## src/rtl/ps2_port_pkg.sv

```systemverilog
package ps2_port_pkg;
  localparam int KC_W       = 8;
  localparam int FRAME_BITS = 11;
  localparam int CNT_W      = $clog2(FRAME_BITS);
  typedef logic [KC_W-1:0] keycode_t;
endpackage

```

## src/rtl/ps2_sync.sv

```systemverilog
module ps2_sync #(
  parameter int W      = 2,
  parameter int STAGES = 2
) (
  input  logic         clk_i,
  input  logic         rst_ni,
  input  logic [W-1:0] async_i,
  output logic [W-1:0] sync_o
);
  logic [W-1:0] chain_q [STAGES];

  for (genvar s = 0; s < STAGES; s++) begin : g_stage
    always_ff @(posedge clk_i or negedge rst_ni) begin
      if (!rst_ni) chain_q[s] <= '1;  // idle lines are high
      else if (s == 0) chain_q[s] <= async_i;
      else chain_q[s] <= chain_q[(s > 0) ? s-1 : 0];
    end
  end

  assign sync_o = chain_q[STAGES-1];
endmodule

```

## src/rtl/ps2_frame_rx.sv

```systemverilog
module ps2_frame_rx
  import ps2_port_pkg::*;
#(
  parameter int TIMEOUT_CYC = 10000
) (
  input  logic     clk_i,
  input  logic     rst_ni,
  input  logic     kclk_i,
  input  logic     kdat_i,
  output logic     code_vld_o,
  output keycode_t code_o
);
  localparam int TO_W = $clog2(TIMEOUT_CYC + 1);

  logic             kclk_q;
  logic             fall;
  logic [CNT_W-1:0] bit_q;
  keycode_t         sh_q;
  logic             par_q;
  logic [TO_W-1:0]  to_q;

  assign fall = kclk_q & ~kclk_i;

  always_ff @(posedge clk_i or negedge rst_ni) begin
    if (!rst_ni) begin
      kclk_q     <= 1'b1;
      bit_q      <= '0;
      sh_q       <= '0;
      par_q      <= 1'b0;
      to_q       <= '0;
      code_vld_o <= 1'b0;
      code_o     <= '0;
    end else begin
      kclk_q     <= kclk_i;
      code_vld_o <= 1'b0;
      if (fall) begin
        to_q <= '0;
        if (bit_q == '0) begin
          if (!kdat_i) bit_q <= CNT_W'(1);  // start bit
        end else if (bit_q <= CNT_W'(KC_W)) begin
          sh_q  <= {kdat_i, sh_q[KC_W-1:1]};
          bit_q <= bit_q + CNT_W'(1);
        end else if (bit_q == CNT_W'(KC_W + 1)) begin
          par_q <= kdat_i;
          bit_q <= bit_q + CNT_W'(1);
        end else begin
          bit_q <= '0;
          if (kdat_i && (^{sh_q, par_q})) begin
            code_vld_o <= 1'b1;
            code_o     <= sh_q;
          end
        end
      end else if (bit_q != '0) begin
        if (to_q == TO_W'(TIMEOUT_CYC - 1)) begin
          bit_q <= '0;
          to_q  <= '0;
        end else begin
          to_q <= to_q + TO_W'(1);
        end
      end
    end
  end
endmodule

```

## src/rtl/keycode_latch.sv

```systemverilog
module keycode_latch
  import ps2_port_pkg::*;
(
  input  logic     clk_i,
  input  logic     rst_ni,
  input  logic     code_vld_i,
  input  keycode_t code_i,
  input  logic     rd_sel_i,
  output keycode_t stage_o,
  output keycode_t out_o,
  output logic     rd_start_o
);
  logic sel_q;

  assign rd_start_o = rd_sel_i & ~sel_q;

  always_ff @(posedge clk_i or negedge rst_ni) begin
    if (!rst_ni) begin
      sel_q   <= 1'b0;
      stage_o <= '0;
      out_o   <= '0;
    end else begin
      sel_q <= rd_sel_i;
      // new code wins over the clear so nothing is lost
      if (code_vld_i)      stage_o <= code_i;
      else if (rd_start_o) stage_o <= '0;
      // latch refresh only outside a read
      if (!rd_sel_i) out_o <= stage_o;
    end
  end
endmodule

```

## src/rtl/ps2_key_port.sv

```systemverilog
module ps2_key_port
  import ps2_port_pkg::*;
#(
  parameter int SYNC_STAGES = 2,
  parameter int TIMEOUT_CYC = 10000,
  parameter int ADDR_W      = 8,
  parameter int SEL_BIT     = 3
) (
  input  logic              clk_i,
  input  logic              rst_ni,
  input  logic              ps2_clk_i,
  input  logic              ps2_dat_i,
  input  logic              iorq_ni,
  input  logic              rd_ni,
  input  logic [ADDR_W-1:0] addr_i,
  output logic [KC_W-1:0]   data_o,
  output logic              data_oe_o
);
  logic [1:0] line_s;
  logic       rd_sel;
  logic       code_vld;
  logic       rd_start;
  keycode_t   code;
  keycode_t   stage;

  assign rd_sel    = ~iorq_ni & ~rd_ni & addr_i[SEL_BIT];
  assign data_oe_o = rd_sel;

  ps2_sync #(.W(2), .STAGES(SYNC_STAGES)) i_sync (
    .clk_i  (clk_i),
    .rst_ni (rst_ni),
    .async_i({ps2_dat_i, ps2_clk_i}),
    .sync_o (line_s)
  );

  ps2_frame_rx #(.TIMEOUT_CYC(TIMEOUT_CYC)) i_rx (
    .clk_i     (clk_i),
    .rst_ni    (rst_ni),
    .kclk_i    (line_s[0]),
    .kdat_i    (line_s[1]),
    .code_vld_o(code_vld),
    .code_o    (code)
  );

  keycode_latch i_latch (
    .clk_i     (clk_i),
    .rst_ni    (rst_ni),
    .code_vld_i(code_vld),
    .code_i    (code),
    .rd_sel_i  (rd_sel),
    .stage_o   (stage),
    .out_o     (data_o),
    .rd_start_o(rd_start)
  );
endmodule

```

## config.mk

```make
export PLATFORM = sky130hd
export DESIGN_NAME = ps2_key_port
export DESIGN_NICKNAME = d
export VERILOG_FILES = /design/src/rtl/ps2_port_pkg.sv /design/src/rtl/ps2_sync.sv /design/src/rtl/ps2_frame_rx.sv /design/src/rtl/keycode_latch.sv /design/src/rtl/ps2_key_port.sv
export SDC_FILE = /design/constraint.sdc
export NUM_CORES = 1
export LEC_CHECK = 0
export ABC_AREA = 1
export CAP_MARGIN = 15
export CORE_MARGIN = 4
export CORE_UTILIZATION = 30
export CTS_CLUSTER_SIZE = 40
export DETAILED_ROUTE_END_ITERATION = 8
export SETUP_SLACK_MARGIN = 0.1
export SLEW_MARGIN = 25
export SYNTH_ARGS = -nofsm -noshare
export SYNTH_HDL_FRONTEND = slang
export SYNTH_HIERARCHICAL = 1
export SYNTH_SLANG_ARGS = --single-unit
export TNS_END_PERCENT = 20
```

## constraint.sdc

```tcl
create_clock -name clk_i -period 1.75 [get_ports clk_i]
set_input_delay 0.35 -clock clk_i [delete_from_list [all_inputs] [get_ports clk_i]]
set_output_delay 0.35 -clock clk_i [all_outputs]
set_load 0.05 [all_outputs]
```

# After elaboration in Yosys (flattened, before gate mapping)
# Index checks and enable logic that the tools add are counted.
# word_totals
reg_bits,58
input_bits,14
out_inout_bits,9
word_cells,57
# op_classes
add_sub_neg,2
order_cmp,1
n_eq_ne,3
n_mux,17
bitwise_logic,11
reduce_logical,11
# ops
cell,count
$mux W14,3
$mux W4,7
$mux W8,2
$add A14 B1 Y14 const B,1
$eq A14 B14 Y1 const B,1
$reduce_xor A9 Y1,1
$not A1 Y1,7
$reduce_and A3 Y1,2
$reduce_bool A2 Y1,3
$mux W1,5
$reduce_and A5 Y1,1
$add A4 B1 Y4 const B,1
$and A1 B1 Y1,4
$eq A4 B4 Y1 const B,1
$le A4 B4 Y1 const B,1
$logic_not A4 Y1,1
$reduce_and A4 Y1,1
$reduce_bool A4 Y1,1
$ne A3 B3 Y1 const B,1
$logic_and A1 B1 Y1,1

# Logic depth before layout (Yosys ltp)
# logic_depth
word_depth,7
depth_mapped,11
ltp_nobuf,10

# By module
# The synthesis kept the hierarchy.
# modules_own_cells
module,instances,cells_per_inst,area_each_um2,seq_area_each_um2
ps2_frame_rx,1,268,2044.5,927.1
keycode_latch,1,72,698.2,425.4
ps2_sync,1,6,120.1,105.1
ps2_key_port,1,3,13.8,0.0

# Least setup slack after synthesis
# Ideal clock, no wire load.
# synth_timing
path_kind,register to register
startpoint,register i_rx.bit_q[0]
endpoint,register i_rx.to_q[8]
setup_time_ns,0.124
arrival_ns,1.411
required_ns,1.626
setup_slack_ns,0.214
path_stages_with_launch,11
path_buffers,0
period_less_slack_ns,1.536
path_cell_list,dfrtp_1 > inv_1 > ha_1 > nand2_2 > nor2_8 > inv_4 > nand2_1 > nor2_1 > nand2_1 > nor2_1 > nor3_2
# synth_between
elab_chain_len,2
# synth_lines
item,line,source
from (decl),ps2_frame_rx.sv:17,logic [CNT_W-1:0] bit_q;
from (signal assigned),ps2_frame_rx.sv:42,bit_q <= bit_q + CNT_W'(1);
from (signal assigned),ps2_frame_rx.sv:45,bit_q <= bit_q + CNT_W'(1);
$reduce_bool A4 Y1,ps2_frame_rx.sv:53,end else if (bit_q != '0) begin
$reduce_bool A2 Y1 (no line),-,
to (signal assigned),ps2_frame_rx.sv:58,to_q <= to_q + TO_W'(1);
to (decl),ps2_frame_rx.sv:20,logic [TO_W-1:0] to_q;
# No other way between the ends.
# A chain may end at the register's enable or synchronous reset.

# Worst setup path in the final report
# layout_timing
startpoint,register i_rx.bit_q[1]
endpoint,register i_rx.code_o[1]
# layout_between
elab_chain_len,3
word_cells_on_any_way,7
cone_classes,order compare: 1; eq/ne: 1; bitwise: 3; reduce/logical: 2
# layout_lines
item,line,source
$le A4 B4 Y1 (tied with other cells),ps2_frame_rx.sv:40,end else if (bit_q <= CNT_W'(KC_W)) begin
$not A1 Y1 (no line),-,
$reduce_and A5 Y1 (no line) (*),-,
to (signal assigned),ps2_frame_rx.sv:50,code_o <= sh_q;
to (decl),ps2_frame_rx.sv:11,output keycode_t code_o
# Every way passes the cells marked *; elsewhere a longest branch is shown, timed or not.

==> reports/summary.txt <==
Slew HR: 0.764
post-route ant nets: 0
vias in the first global route: 2,111
drt first-iter violations: 152
CTS H-tree lvls: 3
Placed Cells incl. Taps: 493
Worst-path clk slew: 0.07 ns
TritonCTS clock tree: yes
TritonCTS Buffers: 9
outcome: completed
pin count of the biggest net entering global routing: 59
Setup crit start kind: register
MaxCap Viol Count: 0
worst hold slack: 0.000943 ns
commonest non-fill, non-tap cells in the layout: nand2_1 (122), dfrtp_1 (53), inv_1 (40), nand3_1 (27), o21ai_0 (16)
f_max: 0.641 GHz
DP Worst Slack: 0.0533 ns
Fin Setup TNS: 0 ns
drt drc: 0
cell count after synthesis: 348
CTS sink cnt: 58
Syn-to-layout area delta: 21.9%
final hold violation count: 0
worst-skew pair later-pin latency: 0.33 ns
met1 usage: 0.127
die footprint: 0.0112 mm^2
nets: 396
Slew Limit Fails: 0
Fillers: 969
drt pass-1 iters: 4
final core occ: 0.377
Syn Nets: 366
Synth Cell Area: 0.00287 mm^2
setup violators final: 0
final worst setup slack: 0.190 ns
mean routed wirelength per cell: 10.6 um
Power Dens Cells: 1150 mW/mm^2
worst slew pin tran: 0.352 ns
IO Pins: 23
port buffer count: 15
Die H: 106 um
Setup Skew: 0.00937 ns
CP max FO: 8
Tcrit/Tclk final: 0.891
Routed WL: 5.43 mm
yosys warns: 6
CTS hold repair buffers: 0
Max VDD drop: 0.000369 V
Starting Density: 0.309
met2 global-route usage: 0.155
Crit Path Class: register to register
Remaining Overflow, GRT: 0
clock root buffer: clkbuf_8
grt peak-use layer: met2
Final Critical Period: 1.56 ns
HPWL Detailed: 3.63 mm
RSZ-0062 raised after global routing: true
Total Routing Usage GR: 0.101
CP endpoint kind: register
grt met3 use: 0.0343
most common cell after layout, fill and taps aside: nand2_1
layout cells sized above 1: 0.191
initial antenna violation count: 0
Core Region: 0.00928 mm^2
critical path data arrival time: 1.83 ns
GPL Wtd Cong: 0.840
Pleak: 1.67 nW
area of the multi-input gates: 0.00124 mm^2
Hold WC Path Type: input port to async pin
register area: 0.00146 mm^2
vias: 2,248
total inserted antenna cells: 0
chip width: 106 um
post-DR vias/cell: 4.39
first-pass GRT wire length: 9.14 mm
Avg Cell Area, Syn: 8.26 um^2
Finished Layout Cells: 512
Clock Path Buffers: 2
Site Rows: 35
critical path data required time: 2.02 ns
[registers in the layout, summed over array words and instances (netlist names)]
name,count
i_latch/sel_q,1
i_sync/sync_o,2
i_rx/bit_q,4
i_rx/to_q,14
i_rx/sh_q,8
i_rx/code_vld_o,1
i_latch/stage_o,8
i_rx/par_q,1
i_rx/kclk_q,1
i_rx/code_o,8
i_latch/out_o,8
i_sync/chain_q,2
[worst paths after layout]
check / start / to / slack, ns / cells past startpoint
max: i_rx/bit_q[1]$_DFFE_PN0P_ / i_rx/code_o[1]$_DFFE_PN0P_ / 0.19 / 9
min: rst_ni / i_rx/to_q[6]$_DFFE_PN0P_ / 0.0009 / 2
max reg2reg: i_rx/bit_q[1]$_DFFE_PN0P_ / i_rx/code_o[1]$_DFFE_PN0P_ / 0.19 / 9
min reg2reg: i_sync/chain_q[2]$_DFF_PN1_ / i_sync/sync_o[0]$_DFF_PN1_ / 0.36 / 0
max in group asynchronous: rst_ni / i_rx/kclk_q$_DFF_PN1_ / 1.45 / 2
min in group clk_i: i_sync/chain_q[2]$_DFF_PN1_ / i_sync/sync_o[0]$_DFF_PN1_ / 0.36 / 0
[routing by layer]
metal,share of wire,up-vias
met3,0.048,9
met2,0.44,51
li1,-,1162
met1,0.50,1026
met4,0.018,0
met5,0,-
[area by class of cell]
cell class / count / area share
Clock inverter: 7 / 0.0289
Timing Repair Buffer: 24 / 0.0661
Sequential cell: 58 / 0.416
Clock buffer: 9 / 0.0354
Tap cell: 129 / 0.0461
Multi-Input combinational cell: 238 / 0.355
Inverter: 47 / 0.0518
[report_power, final]
| part | switching (mW) | internal (mW) |
|---|---|---|
| Combinational | 0.687 | 0.378 |
| Clock | 0.562 | 0.810 |
| Sequential | 0.125 | 1.46 |
| Total | 1.37 | 2.65 |
[repair_timing]
item | CTS | global route
resized for setup | 2 | 13
pin swaps | 0 | 6
setup endpoints to repair | 1 | 26
hold endpoints to repair | 0 | 0
buffers inserted | 0 | 2
cloned | 0 | 1
[metrics by stage]
step | cell area (um^2) | total power, mW
after floorplan | 2870 | 2.28
after global placement | 3180 | 2.54
after detailed placement | 3180 | 2.55
after CTS | 3420 | 3.98
after global routing | 3500 | 4.30
final | 3500 | 4.02
[worst max-delay path, stage by stage, from the launching register on]
cell	delay, ns
dfrtp_1	0.37
inv_1	0.11
ha_4	0.20
a21boi_4	0.17
nand3_4	0.12
nor2_4	0.16
nand3_4	0.13
nand2_4	0.12
nand2_1	0.06
nand2_1	0.06
(Power assumes the default switching activity.)
